File: src/rtl/cwp_pkg.sv
package cwp_pkg;

    // Occupancy state of the predictor table
    typedef enum logic [0:0] {
        FILL_S = 1'b0,   // at least one entry still invalid
        FULL_S = 1'b1    // all entries valid, replacement by round robin
    } fill_state_t;

endpackage

File: src/rtl/cwp_match.sv
module cwp_match #(
    parameter int ENTRIES = 16,
    parameter int CTX_W   = 6,
    parameter int OFF_W   = 2,
    localparam int IDX_W  = $clog2(ENTRIES)
) (
    input  logic                             clk,
    input  logic                             rst_n,
    input  logic [ENTRIES-1:0]               vld,
    input  logic [ENTRIES-1:0][CTX_W-1:0]    ctx,
    input  logic [ENTRIES-1:0][OFF_W-1:0]    off,
    input  logic [CTX_W-1:0]                 key_ctx,
    input  logic [OFF_W-1:0]                 key_off,
    output logic                             hit,
    output logic [IDX_W-1:0]                 hit_idx
);

    logic [ENTRIES-1:0] hit_vec;

    // Parallel compare: one comparator per entry
    for (genvar g = 0; g < ENTRIES; g++) begin : g_cmp
        assign hit_vec[g] = vld[g] && (ctx[g] == key_ctx) && (off[g] == key_off);
    end

    always_comb begin
        hit_idx = '0;
        for (int i = 0; i < ENTRIES; i++) begin
            if (hit_vec[i]) hit_idx = IDX_W'(i);
        end
    end

    assign hit = |hit_vec;


    uniq_key_chk: assert property (@(posedge clk) disable iff (!rst_n)
        $onehot0(hit_vec));

endmodule

File: src/rtl/cwp_alloc.sv
module cwp_alloc #(
    parameter int ENTRIES = 16,
    localparam int IDX_W  = $clog2(ENTRIES)
) (
    input  logic               clk,
    input  logic               rst_n,
    input  logic [ENTRIES-1:0] vld,
    input  logic               alloc_en,
    output logic [IDX_W-1:0]   victim
);
    import cwp_pkg::*;

    fill_state_t        state_q, state_d;
    logic [IDX_W-1:0]   rr_q;
    logic [IDX_W-1:0]   first_free;
    logic [ENTRIES-1:0] victim_oh;

    always_comb begin
        first_free = '0;
        for (int i = ENTRIES - 1; i >= 0; i--) begin
            if (!vld[i]) first_free = IDX_W'(i);
        end
    end

    // Output process: victim choice per state
    always_comb begin
        unique case (state_q)
            FILL_S: victim = first_free;
            FULL_S: victim = rr_q;
            default: victim = first_free;
        endcase
        victim_oh = '0;
        victim_oh[victim] = 1'b1;
    end

    // Next-state process
    always_comb begin
        state_d = state_q;
        unique case (state_q)
            FILL_S: if (alloc_en && ((vld | victim_oh) == '1)) state_d = FULL_S;
            FULL_S: state_d = FULL_S;
            default: state_d = FILL_S;
        endcase
    end

    // State register process
    always_ff @(posedge clk) begin
        if (!rst_n) begin
            state_q <= FILL_S;
            rr_q    <= '0;
        end else begin
            state_q <= state_d;
            if (alloc_en && state_q == FULL_S) begin
                rr_q <= (rr_q == IDX_W'(ENTRIES - 1)) ? '0 : rr_q + 1'b1;
            end
        end
    end


    full_all_valid_chk: assert property (@(posedge clk) disable iff (!rst_n)
        (state_q == FULL_S) |-> (vld == '1));


    fill_victim_free_chk: assert property (@(posedge clk) disable iff (!rst_n)
        (alloc_en && state_q == FILL_S) |-> !vld[victim]);


    rr_range_chk: assert property (@(posedge clk) disable iff (!rst_n)
        rr_q <= IDX_W'(ENTRIES - 1));

endmodule

File: src/rtl/cwp_predictor.sv
module cwp_predictor #(
    parameter int ENTRIES = 16,
    parameter int CTX_W   = 6,
    parameter int WORDS   = 4,
    localparam int OFF_W  = $clog2(WORDS),
    localparam int IDX_W  = $clog2(ENTRIES)
) (
    input  logic             clk,
    input  logic             rst_n,
    input  logic             lk_valid,
    input  logic [CTX_W-1:0] lk_ctx,
    input  logic [OFF_W-1:0] lk_off,
    input  logic             tr_valid,
    input  logic [CTX_W-1:0] tr_ctx,
    input  logic [OFF_W-1:0] tr_off,
    input  logic [WORDS-1:0] tr_used,
    output logic             pred_valid,
    output logic [WORDS-1:0] pred_mask,
    output logic             pred_none
);

    logic [ENTRIES-1:0]             vld_q, vld_d;
    logic [ENTRIES-1:0][CTX_W-1:0]  ctx_q, ctx_d;
    logic [ENTRIES-1:0][OFF_W-1:0]  off_q, off_d;
    logic [ENTRIES-1:0][WORDS-1:0]  hnew_q, hnew_d;
    logic [ENTRIES-1:0][WORDS-1:0]  hold_q, hold_d;

    logic             tr_hit, lk_hit;
    logic [IDX_W-1:0] tr_idx, lk_idx, victim;
    logic [WORDS-1:0] req_word, lk_mask;

    // Training compare against the current table
    cwp_match #(.ENTRIES(ENTRIES), .CTX_W(CTX_W), .OFF_W(OFF_W)) u_tr_match (
        .clk(clk), .rst_n(rst_n),
        .vld(vld_q), .ctx(ctx_q), .off(off_q),
        .key_ctx(tr_ctx), .key_off(tr_off),
        .hit(tr_hit), .hit_idx(tr_idx)
    );

    cwp_alloc #(.ENTRIES(ENTRIES)) u_alloc (
        .clk(clk), .rst_n(rst_n),
        .vld(vld_q), .alloc_en(tr_valid && !tr_hit),
        .victim(victim)
    );

    // Table update
    always_comb begin
        vld_d  = vld_q;
        ctx_d  = ctx_q;
        off_d  = off_q;
        hnew_d = hnew_q;
        hold_d = hold_q;
        if (tr_valid) begin
            if (tr_hit) begin
                hold_d[tr_idx] = hnew_q[tr_idx];
                hnew_d[tr_idx] = tr_used;
            end else begin
                vld_d[victim]  = 1'b1;
                ctx_d[victim]  = tr_ctx;
                off_d[victim]  = tr_off;
                hnew_d[victim] = tr_used;
                hold_d[victim] = '0;
            end
        end
    end

    always_ff @(posedge clk) begin
        if (!rst_n) begin
            vld_q  <= '0;
            ctx_q  <= '0;
            off_q  <= '0;
            hnew_q <= '0;
            hold_q <= '0;
        end else begin
            vld_q  <= vld_d;
            ctx_q  <= ctx_d;
            off_q  <= off_d;
            hnew_q <= hnew_d;
            hold_q <= hold_d;
        end
    end

    // Lookup compare against the post-update table (training visible)
    cwp_match #(.ENTRIES(ENTRIES), .CTX_W(CTX_W), .OFF_W(OFF_W)) u_lk_match (
        .clk(clk), .rst_n(rst_n),
        .vld(vld_d), .ctx(ctx_d), .off(off_d),
        .key_ctx(lk_ctx), .key_off(lk_off),
        .hit(lk_hit), .hit_idx(lk_idx)
    );

    always_comb begin
        req_word = '0;
        req_word[lk_off] = 1'b1;
        lk_mask = lk_hit ? (hnew_d[lk_idx] | hold_d[lk_idx] | req_word) : '1;
    end

    always_ff @(posedge clk) begin
        if (!rst_n) begin
            pred_valid <= 1'b0;
            pred_mask  <= '1;
            pred_none  <= 1'b0;
        end else begin
            pred_valid <= lk_valid;
            if (lk_valid) begin
                pred_mask <= lk_mask;
                pred_none <= !lk_hit;
            end
        end
    end


    latency_chk: assert property (@(posedge clk) disable iff (!rst_n)
        $past(lk_valid) |-> pred_valid);


    req_word_chk: assert property (@(posedge clk) disable iff (!rst_n)
        pred_valid |-> pred_mask[$past(lk_off)]);


    none_full_chk: assert property (@(posedge clk) disable iff (!rst_n)
        (pred_valid && pred_none) |-> (pred_mask == '1));


    reset_empty_chk: assert property (@(posedge clk)
        !rst_n |=> (vld_q == '0 && !pred_valid));

endmodule

File: config.mk
export PLATFORM = sky130hd
export DESIGN_NAME = cwp_predictor
export DESIGN_NICKNAME = d
export VERILOG_FILES = /design/src/rtl/cwp_pkg.sv /design/src/rtl/cwp_match.sv /design/src/rtl/cwp_alloc.sv /design/src/rtl/cwp_predictor.sv
export SDC_FILE = /design/constraint.sdc
export NUM_CORES = 1
export LEC_CHECK = 0
export BUFFER_PORTS_ARGS = -buffer_cell sky130_fd_sc_hd__buf_4
export CAP_MARGIN = 20
export CORE_ASPECT_RATIO = 0.5
export CORE_MARGIN = 2
export CORE_UTILIZATION = 42
export DETAILED_ROUTE_END_ITERATION = 10
export HOLD_SLACK_MARGIN = 0.02
export PLACE_DENSITY_LB_ADDON = 0.05
export SYNTH_ARGS = -nofsm -noshare
export SYNTH_HDL_FRONTEND = slang
export SYNTH_SLANG_ARGS = --single-unit
File: constraint.sdc
create_clock -name clk -period 4.3 [get_ports clk]
set_input_delay 0 -clock clk [delete_from_list [all_inputs] [get_ports clk]]
set_output_delay 0 -clock clk [all_outputs]
set_load 0.005 [all_outputs]
# ---- Yosys cells after proc, flatten, opt, wreduce, memory -nomap -nowiden
# Cells that the tools add are included.
dict set report word_totals {
  register_bits 283
  elab_cells 308
}
dict set report classes {
  n_addsub 1
  order_cmp 7
  eq_ne 66
  muxes 84
  bitwise_logic 6
  n_reduce_logical 74
}
# op count
set ops {}
lappend ops {{$mux 64} 4}
lappend ops {{$bwmux 64} 3}
lappend ops {{$eq 6x6->1} 32}
lappend ops {{$mux 96} 2}
lappend ops {{$mux 4} 39}
lappend ops {{$bwmux 96} 1}
lappend ops {{$logic_and 1x1->1} 70}
lappend ops {{$and 64x64->64} 1}
lappend ops {{$eq 2x2->1} 32}
lappend ops {{$mux 32} 2}
lappend ops {{$not 64->64} 1}
lappend ops {{$bmux 4 s4} 3}
lappend ops {{$bwmux 32} 1}
lappend ops {{$demux 4 s4} 2}
lappend ops {{$mux 16} 2}
lappend ops {{$reduce_or 16->1} 2}
lappend ops {{$demux 6 s4} 1}
lappend ops {{$mux 3} 8}
lappend ops {{$eq 16x16->1 const B} 1}
lappend ops {{$or 16x16->16} 1}
lappend ops {{$lt 4x5->1 const B} 3}
lappend ops {{$mux 2} 5}
lappend ops {{$demux 2 s4} 1}
lappend ops {{$ge 4x1->1 const B} 2}
lappend ops {{13 further kinds} 19}

# ---- Depth between registers and ports, before layout
# Gate-level depths: netlist (run 1).
dict set report depth {
  word_depth 47
  depth_mapped 25
  ltp_nobuf 17
}

# ---- Hierarchy
# A second synthesis (run 1) with hierarchy kept.
dict set report hier_totals {
  hier_cells 1806
  hier_area_um2 17217.8
}
# module instances cells_per_inst area_each_um2
set modules_own_cells {}
lappend modules_own_cells {cwp_predictor 1 1181 12532.0}
lappend modules_own_cells {cwp_match 2 260 1975.6}
lappend modules_own_cells {cwp_alloc 1 105 734.5}

# ---- Worst setup path before layout (run 1)
# No wires, ideal clock.
dict set report synth_timing {
  path_kind {register to register}
  from {reg u_alloc.state_q}
  to {reg pred_mask[1]}
  setup_time_ns 0.125
  t_arrival_ns 4.235
  slack_ns -0.060
  path_stages_with_launch 19
  path_buffers 1
  cell_sequence {dfxtp_1 nand3b_2 o31ai_2 a32oi_2 a2111oi_2 nand3_2 nor2_4 mux2i_1 xnor2_1 a2111oi_0 nor2b_1 nor2_1 o31ai_4 buf_6 mux2i_1 o22ai_1 or3_1 a21oi_1 o32ai_1}
}
dict set report synth_via {
  elab_chain_len 32
  word_cells_on_any_way 116
  classes_between {order compare: 2; eq/ne: 32; mux: 42; bitwise: 6; reduce/logical: 34}
}
# item line
set synth_rtl {}
lappend synth_rtl {{from (decl)} cwp_alloc.sv:13} ;# fill_state_t state_q, state_d;
lappend synth_rtl {{from (signal assigned)} cwp_alloc.sv:52} ;# state_q <= state_d;
lappend synth_rtl {{$not 1->1} cwp_alloc.sv:27} ;# unique case (state_q)
lappend synth_rtl {{$pmux 4 s2 *} cwp_alloc.sv:27}
lappend synth_rtl {{$lt 4x5->1 (not written as such) / $ge 4x1->1 (equally long branches)} --}
lappend synth_rtl {{$logic_and 1x1->1 (not written as such)} --}
lappend synth_rtl {{$mux 6 (not written as such)} cwp_predictor.sv:59} ;# ctx_d[victim] = tr_ctx;
lappend synth_rtl {{$demux 6 s4} cwp_predictor.sv:59}
lappend synth_rtl {{$bwmux 96} cwp_predictor.sv:59}
lappend synth_rtl {{$mux 96} cwp_predictor.sv:54} ;# if (tr_hit) begin
lappend synth_rtl {{[... 4 more ...]} --}
lappend synth_rtl {{$mux 1} cwp_match.sv:28} ;# if (hit_vec[i]) hit_idx = IDX_W'(i);
lappend synth_rtl {{$mux 2 (2 in a row)} cwp_match.sv:28}
lappend synth_rtl {{$mux 3 (4 in a row)} cwp_match.sv:28}
lappend synth_rtl {{$mux 4 (8 in a row)} cwp_match.sv:28}
lappend synth_rtl {{$bmux 4 s4} cwp_predictor.sv:94} ;# lk_mask = lk_hit ? (hnew_d[lk_idx] | hold_d[lk_idx] | req_word) : '1;
lappend synth_rtl {{$mux 4 (not written as such)} cwp_predictor.sv:94}
lappend synth_rtl {{$or 4x4->4 (2 in a row)} cwp_predictor.sv:94}
lappend synth_rtl {{$mux 4 *} cwp_predictor.sv:94}
lappend synth_rtl {{to (signal assigned)} cwp_predictor.sv:105} ;# pred_mask <= lk_mask;
lappend synth_rtl {{to (decl)} cwp_predictor.sv:18} ;# output logic [WORDS-1:0] pred_mask,
# Every way passes the cells marked *; elsewhere a longest branch is shown, timed or not. The select of a mux whose other input is x is not followed.
# A chain may end at the register's enable or synchronous reset.

# ---- Final worst setup path (run 1)
dict set report layout_timing {
  from {reg off_q[28] in the netlist's numbering}
  to {reg pred_mask[1]}
}
dict set report layout_via {
  elab_chain_len 28
  word_cells_on_any_way 112
  classes_between {order compare: 2; eq/ne: 33; mux: 39; bitwise: 2; reduce/logical: 36}
}
# item line
set layout_rtl {}
lappend layout_rtl {{from (decl)} cwp_predictor.sv:24} ;# logic [ENTRIES-1:0][OFF_W-1:0] off_q, off_d;
lappend layout_rtl {{from (signal assigned)} cwp_predictor.sv:71} ;# off_q <= '0;
lappend layout_rtl {{from (signal assigned)} cwp_predictor.sv:77} ;# off_q <= off_d;
lappend layout_rtl {{$eq 2x2->1} cwp_match.sv:22} ;# assign hit_vec[g] = vld[g] && (ctx[g] == key_ctx) && (off[g] == key_off);
lappend layout_rtl {{$logic_and 1x1->1} cwp_match.sv:22}
lappend layout_rtl {{$reduce_or 16->1} cwp_match.sv:32} ;# assign hit = |hit_vec;
lappend layout_rtl {{$mux 96} cwp_predictor.sv:54}
lappend layout_rtl {{$mux 96} cwp_predictor.sv:53} ;# if (tr_valid) begin
lappend layout_rtl {{$eq 6x6->1} cwp_match.sv:22}
lappend layout_rtl {{$logic_and 1x1->1 (2 in a row)} cwp_match.sv:22}
lappend layout_rtl {{$mux 1} cwp_match.sv:28}
lappend layout_rtl {{$mux 2 (2 in a row)} cwp_match.sv:28}
lappend layout_rtl {{$mux 3 (4 in a row)} cwp_match.sv:28}
lappend layout_rtl {{$mux 4 (8 in a row)} cwp_match.sv:28}
lappend layout_rtl {{$bmux 4 s4} cwp_predictor.sv:94}
lappend layout_rtl {{$mux 4 (not written as such)} cwp_predictor.sv:94}
lappend layout_rtl {{$or 4x4->4 (2 in a row)} cwp_predictor.sv:94}
lappend layout_rtl {{$mux 4 *} cwp_predictor.sv:94}
# Marked as above.

==> results.md, run 1 <==
- Outcome: finished with violations
- Failing checks: setup timing
- Placed Cells: 3,382
- Net count after synthesis: 2,273
- CTS Buffer Depth: 3
- Number of synthesized flops with an enable pin: 0
- Die Y: 152 um
- Asr flop ratio synth: 0
- Synth Area in Adders: 0.000683
- Synthesized area: 0.0183 mm2
- R2r setup slk: -0.40 ns
- Crit-path slowest cell: o32a_1
- Ant diodes: 0
- CTS sink count: 283
- Largest net degree at the start of global routing: 74
- Kind of critical path: reg2reg
- Sequential Power Share: 0.431
- First-pass detailed-route iteration total: 6
- Number of synthesized register bits: 283
- Total CTS buffers: 29
- Clock-pin slew on the worst setup and hold paths: 0.07 ns
- CP Launch Type: flop
- Clk_skew: 0.0158 ns
- Hold_ws: 0.0373 ns
- Initial core utilization: 0.423
- Vias in the first global route: 18,389
- Leak pwr: 10.9 nW
- DR vias/cell: 5.54
- VDD IR max: 0.274 mV
- Crit-path max cell delay: 0.42 ns
- Synth-to-Final Area Change: 46.8%
- Max-slew violations: 0
- Final Hold Fails: 0
- Antenna Violating Nets Remaining: 0
- Mapped Cells: 2,248
- Clock Tree Root: clkbuf_16
- H-tree depth: 1
- Top Family by Delay on Critical Path: simple AND/OR/NAND/NOR gates
- Post-synth cell types: 100
- Logic pwr share: 0.146
- Multiplexer share of the synthesized area: 0.0961
- Setup violators final: 4
- Post-synthesis sequential area ratio: 0.309
- Compound-Gate Fraction of Synth Area: 0.183
- Cell mode on critical path: buf_4
- Total die area: 0.0454 mm2
- Mean Syn Cell Area: 8.15 um2
- HP Class: in2reg
- Post-synthesis simple-gate area fraction: 0.255
- Synth warnings: 0
- Total congestion overflow: 0
- Share of cells above drive strength 1: 0.356
- Combinational family with the most area after synthesis: simple AND/OR/NAND/NOR gates
- Psw: 1.71 mW
- I/O Pins: 30
- Final nets: 2,946
- Total Wirelength: 79,700 um
- Top_reg_cell synth: dfxtp_1
- Post-route worst setup slack: -0.396 ns
- Endpoint class of the critical path: flop
- Fin cells: 3,531
- Multi-input combinational cell area: 0.0128 mm2
- Clock share of power: 0.423
- DRC violations left: 0
- Min Tclk post-route: 4.70 ns
- Sw Share: 0.279
- Worst-path cell chain: xnor2_1 -> nand3_1 -> nor3_1 -> buf_4 -> nor4b_4 -> nand3_4 -> buf_12 -> nor4_4 -> buf_12 -> mux2i_4 -> o22ai_2 -> buf_4 -> o32a_1 -> a21oi_2 -> buf_4 -> o221ai_4 -> buf_6 -> nand2_2 -> nor2_1 -> a21o_1 -> or3_4 -> a21oi_2 -> o32ai_1
- Worst Max-Slew Pin Slew: 0.758 ns
- DP Wirelength: 60,000 um
- Core ar.: 0.0433 mm2
- Worst-skew pair later-pin latency: 0.59 ns
- DIE WIDTH: 299 um
- Vias: 19,563
- Pwr Density: 229 mW/mm2
- Layout fillers: 3,957
- MaxCap Viol Count: 0
- Total negative setup slack: -1.34 ns
- Critical Path RT: 4.78 ns
- Wire per inst: 22.6 um
- RSZ-0062 raised after global routing: true
- Initial antenna violation count: 0
- CP Max Fanout: 5
- Routability congestion estimate: 1.03
- PortBufs: 29
- Tot GR Track Use: 0.341
- Site Rows: 54
- Relative slew margins: 0.491
- First-pass GRT wire length: 116,000 um
- CTS tree: done
- Tcrit/Tclk final: 1.09
- Buf+Inv Stages, Crit Path: 6
- Arrival time at the worst endpoint: 5.17 ns
- FMAX: 0.213 GHz
- FF/Latch Area: 0.00570 mm2
- Synth Area in XOR/XNOR: 0.104
- Initial DRC count: 1,787
- Cell-internal power: 4.43 mW
==> layer usage <==
metal / GRT usage / up-vias / part of all wire
met5: 0 / - / 0
met4: 0.0740 / 0 / 0.026
met2: 0.559 / 661 / 0.45
li1: - / 9263 / -
met3: 0.0459 / 126 / 0.073
met1: 0.478 / 9513 / 0.46
==> cells in the mapped netlist, types with 51 or more instances <==
master	count	area share
xor2_1	56	0.027
dfxtp_1	283	0.31
xnor2_1	159	0.076
nor3_1	57	0.016
nor2_1	171	0.035
nand3_1	51	0.014
o21ai_0	89	0.024
nand2_1	270	0.055
mux2i_1	159	0.087
a21oi_1	76	0.021
a21boi_0	79	0.032
nor2b_1	193	0.066
clkbuf_1	93	0.019
==> layout by cell type, fill, tap and decap left out, types with 9 or more instances in the layout <==
cell	synthesis	final
dfxtp_1	283	263
dfxtp_2	0	16
o22ai_1	14	12
o21ai_0	89	79
o211ai_1	10	10
clkbuf_16	0	29
a21oi_1	76	69
a22oi_1	32	19
mux2i_4	0	11
or2_2	9	9
o21a_1	17	16
nand2_1	270	261
nor2_1	171	164
nor3_4	2	9
nand3_1	51	46
buf_6	16	27
nand2b_1	17	14
clkinv_2	0	9
a22oi_2	0	13
xor2_1	56	54
nor2b_1	193	191
nand4_1	40	40
mux2i_1	159	139
dlygate4sd3_1	0	41
xnor2_2	1	9
buf_12	1	28
a21boi_0	79	79
nor4_1	20	14
xnor2_1	159	151
o21ai_1	13	18
nor3_1	57	41
nand2_2	2	10
or3_1	20	15
mux2i_2	0	9
buf_4	17	703
and2_1	18	18
mux2_2	14	12
inv_1	23	20
nor3_2	3	12
==> cell type report <==
class / instances / share of cell area
flip-flops and latches: 283 / 0.212
inverters: 27 / 0.00396
multi-input cells: 1778 / 0.476
clock buffers: 37 / 0.0303
clock inverters: 16 / 0.00465
repair buffers: 802 / 0.246
well taps: 588 / 0.0274
==> cells by family after synthesis <==
| logic type | count (synthesis) |
|---|---|
| simple gates | 915 |
| xor+xnor | 216 |
| flops | 283 |
| compound gates | 472 |
| fa+ha+maj | 1 |
| buf+inv | 187 |
| mux | 174 |
==> worst paths after layout <==
check	endpoint	startpoint	cells after the start
max	pred_mask[1]	off_q[28]	23
min	ctx_q[19]	tr_ctx[1]	4
max reg2reg	pred_mask[1]	off_q[28]	23
min reg2reg	hold_q[4]	hold_q[4]	2
==> sequential cells by signal, indices dropped and copies added (netlist names) <==
register / cells
ctx_q: 96
hnew_q: 64
hold_q: 64
off_q: 32
pred_mask: 4
pred_none: 1
pred_valid: 1
u_alloc.rr_q: 4
u_alloc.state_q: 1
vld_q: 16
==> power by group through the flow <==
stage	registers, mW	logic, mW	clock network [mW]
2_1_floorplan	2.71	0.429	0
4_1_cts	2.65	0.847	2.64
6_report	2.65	0.896	2.60
5_1_grt	2.65	0.939	2.75
3_5_place_dp	2.71	0.794	0
3_3_place_gp	2.71	0.795	0
==> tightest hold or removal path, cell delays in order <==
cell	delay (ns)
buf_4	0.19
buf_12	0.18
mux2i_1	0.13
nor2b_1	0.06
==> repair_timing <==
action,4_1_cts,5_1_grt
resized for setup,115,150
hold endpoints to repair,140,0
pin swaps,33,60
endpoints found under the setup margin,50,29
hold buffers,41,0
gates cloned,1,0
buffers inserted,30,29
==> per-stage QoR <==
step / utilization / area, um2 / power (mW) / setup WS [ns]
finish: 0.621 / 26900 / 6.14 / -0.396
global route: 0.621 / 26900 / 6.34 / -0.529
CTS: 0.600 / 26000 / 6.14 / -0.390
detailed placement: 0.550 / 23800 / 3.51 / -1.19
global placement: 0.550 / 23800 / 3.51 / -1.14
floorplan: - / 18300 / 3.14 / 0.0200
Note: power is estimated with default switching activity, not from simulation.
==> run 2: changes to the inputs <==
--- a/config.mk
+++ b/config.mk
@@ -12,7 +12,6 @@
 export CORE_UTILIZATION = 42
 export DETAILED_ROUTE_END_ITERATION = 10
 export HOLD_SLACK_MARGIN = 0.02
-export PLACE_DENSITY_LB_ADDON = 0.05
 export SYNTH_ARGS = -nofsm -noshare
 export SYNTH_HDL_FRONTEND = slang
 export SYNTH_SLANG_ARGS = --single-unit
==> run 2 against run 1 <==
  * The run ends with hold timing, setup timing left
  * Sequential power about the same
  * Total power rose by 2.4%
  * Via count increased by 1.2%
  * Register-to-register slack improved by 0.04 ns
  * Fmax up 0.96%
  * Final cell count fell by 0.37%
  * Sequential share of layout area down 0.093 points
  * Largest cell class unchanged
==> results.md, run 2 (synthesis results as in run 1) <==
- Outcome: finished with violations
- Failing checks: hold timing, setup timing
- CP Launch Type: flop
- Endpoint class of the critical path: flop
- Synth-to-Final Area Change: 47.9%
- Min Tclk post-route: 4.65 ns (-0.0448 ns)
- Site Rows: 54 (unchanged)
- Crit-path max cell delay: 0.45 ns (+0.03 ns)
- Most common cell after layout, fill and taps aside: buf_4
- Relative slew margins: 0.392 (-0.0989)
- DIE WIDTH: 299 um (unchanged)
- Die Y: 152 um (unchanged)
- Largest net degree at the start of global routing: 139 (+88%)
- VDD IR max: 0.240 mV (-12%)
- Core ar.: 0.0433 mm2 (unchanged)
- Sequential Power Share: 0.421 (-0.010)
- Total CTS buffers: 28 (-3.4%)
- Routability congestion estimate: 1.02 (-0.43%)
- Fin cells: 3,518 (-0.37%)
- Top flop regs: ctx_q x96, hnew_q x64, hold_q x64
- Wire per inst: 22.2 um (-1.8%)
- Total die area: 0.0454 mm2 (unchanged)
- Arrival time at the worst endpoint: 5.14 ns (-0.03 ns)
- Setup violators final: 5 (+1)
- Layout fillers: 3,779 (-4.5%)
- Final nets: 2,934 (-0.41%)
- First-pass detailed-route iteration total: 6 (unchanged)
- Vias: 19,806 (+1.2%)
- Share of cells above drive strength 1: 0.360 (+0.00388)
- Max reg flops: 96 (unchanged)
- DP Wirelength: 56,000 um (-6.6%)
- Clock Tree Root: clkbuf_16
- Commonest cells after routing, fill and taps aside: 678 x buf_4, 256 x nand2_1, 255 x dfxtp_1
- Total congestion overflow: 0 (unchanged)
- Placed Cells: 3,342 (-1.2%)
- I/O Pins: 30 (unchanged)
- Initial core utilization: 0.423 (unchanged)
- Top Family by Delay on Critical Path: simple AND/OR/NAND/NOR gates
- MaxCap Viol Count: 0 (unchanged)
- Initial DRC count: 1,889 (+5.7%)
- Clock-pin slew on the worst setup and hold paths: 0.07 ns (about the same)
- Logic pwr share: 0.141 (-0.005)
- Total Wirelength: 78,000 um (-2.1%)
- CTS Buffer Depth: 3 (unchanged)
- Worst Max-Slew Pin Slew: 0.912 ns (+0.154 ns)
- Cell-internal power: 4.63 mW (+4.4%)
- DR vias/cell: 5.63 (+1.6%)
- Tcrit/Tclk final: 1.08 (-0.0104)
- First-pass GRT wire length: 116,000 um (-0.61%)
- Tot GR Track Use: 0.332 (-0.00860)
- Max-slew violations: 0 (unchanged)
- Kind of critical path: reg2reg
- Antenna Violating Nets Remaining: 0 (unchanged)
- Worst-skew pair later-pin latency: 0.59 ns (about the same)
- CTS tree: done
- H-tree depth: 1 (unchanged)
- Initial antenna violation count: 2 (+2)
- CTS sink count: 283 (unchanged)
- PortBufs: 29 (unchanged)
- Reg-to-reg startpoint: off_q[30]
- Worst hold start: rst_n
- Pwr Density: 232 mW/mm2 (+1.7%)
- Hold_ws: -0.0134 ns (-0.0506 ns)
- FMAX: 0.215 GHz (+0.96%)
- Sw Share: 0.265 (-0.0138)
- Worst-path cell chain: xnor2_1 -> nand3_1 -> nor3_1 -> buf_4 -> nor4b_4 -> nand3_4 -> buf_4 -> nor2_1 -> buf_4 -> nand3_2 -> mux2i_1 -> a221o_1 -> nand2b_1 -> or3_4 -> buf_4 -> o21ai_1 -> a21oi_2 -> a21oi_2 -> a2111oi_4 -> buf_4 -> a221oi_2
- Final Hold Fails: 7 (+7)
- Buf+Inv Stages, Crit Path: 5 (-1)
- RSZ-0062 raised after global routing: true
- CP Max Fanout: 11 (+6)
- Biggest register: ctx_q
- Worst setup path start: off_q[30]
- Cell mode on critical path: buf_4
- HP Class: in2reg
- DRC violations left: 0 (unchanged)
- Crit-path slowest cell: or3_4
- Vias in the first global route: 19,057 (+3.6%)
- Critical Path RT: 4.79 ns (about the same)
- Clock share of power: 0.438 (+0.015)
- Post-route worst setup slack: -0.351 ns (+0.0448 ns)
- Leak pwr: 10.8 nW (-0.84%)
- Tot Pwr: 6.29 mW (+2.4%)
- Clk_skew: 0.0160 ns (+0.000202 ns)
- Psw: 1.67 mW (-2.7%)
[run 2: changes by cell type in the layout (fill, tap and decap cells not counted), moves of 5 or more]
cell	previous run	this run
buf_4	703	678
buf_6	27	38
clkinv_2	9	1
dfxtp_1	263	255
dlygate4sd3_1	41	49
xnor2_1	151	143
xnor2_2	9	17
dfxtp_2	16	22
nand2_2	10	16
clkbuf_1	2	7
nand2_1	261	256
[run 2: worst paths after layout]
kind,end,slack (ns),depth (start not counted)
setup / recovery,pred_mask[3],-0.35,21
hold / removal,hnew_q[34],-0.01,2
setup reg to reg,pred_mask[3],-0.35,21
hold reg to reg,hold_q[56],0.47,2
[run 2: layout make-up]
cell class	count	area (um2)	share of cell area
Antenna cell	2	5.00	0.000185
Clock buffer	44	862	0.0318
Clock inverter	5	125	0.00462
Inverter	27	101	0.00374
Multi-Input combinational cell	1778	13000	0.481
Sequential cell	283	5720	0.211
Tap cell	588	736	0.0272
Timing Repair Buffer	791	6520	0.241
[run 2: worst reg2reg max path: stages (launching register included)]
cell and delay (ns):
dfxtp_2 0.33, xnor2_1 0.13, nand3_1 0.18, nor3_1 0.08, buf_4 0.16, nor4b_4 0.36
nand3_4 0.13, buf_4 0.19, nor2_1 0.20, buf_4 0.28, nand3_2 0.28, mux2i_1 0.37
a221o_1 0.24, nand2b_1 0.14, or3_4 0.45, buf_4 0.16, o21ai_1 0.18, a21oi_2 0.06
a21oi_2 0.19, a2111oi_4 0.09, buf_4 0.15, a221oi_2 0.21
[run 2: stage by stage]
stage | setup TNS, ns | hold WS (ns) | util | instance area [um2] | setup WS (ns)
floorplan | 0 | 0.151 | - | 18300 | 0.0200
finish | -1.34 | -0.0134 | 0.625 | 27100 | -0.351
CTS | -0.816 | 0.0204 | 0.601 | 26000 | -0.215
detailed placement | -10.74 | 0.325 | 0.541 | 23500 | -1.08
global placement | -9.85 | 0.321 | 0.541 | 23500 | -1.02
global route | -2.36 | 0.0390 | 0.625 | 27100 | -0.482
[run 2: timing repair]
action,CTS,global route
gates cloned,1,0
setup endpoints to repair,44,41
endpoints found under the hold margin,116,0
pin swaps,64,65
setup buffers,47,34
hold buffers,49,0
gates resized for setup,164,171
[run 2: routing by layer]
| layer | wire length, um | track usage | vias to the layer above |
|---|---|---|---|
| met4 | 2660 | 0.110 | 0 |
| met1 | 34000 | 0.445 | 9565 |
| met5 | 0 | 0 | - |
| li1 | - | - | 9205 |
| met2 | 35200 | 0.552 | 856 |
| met3 | 6110 | 0.0495 | 180 |
[run 2: power groups by stage]
stage	combinational, mW	sequential [mW]	clock (mW)
finish	0.885	2.65	2.76
global route	0.921	2.65	2.90
CTS	0.828	2.65	2.78
detailed placement	0.770	2.71	0
global placement	0.771	2.71	0
floorplan	0.429	2.71	0
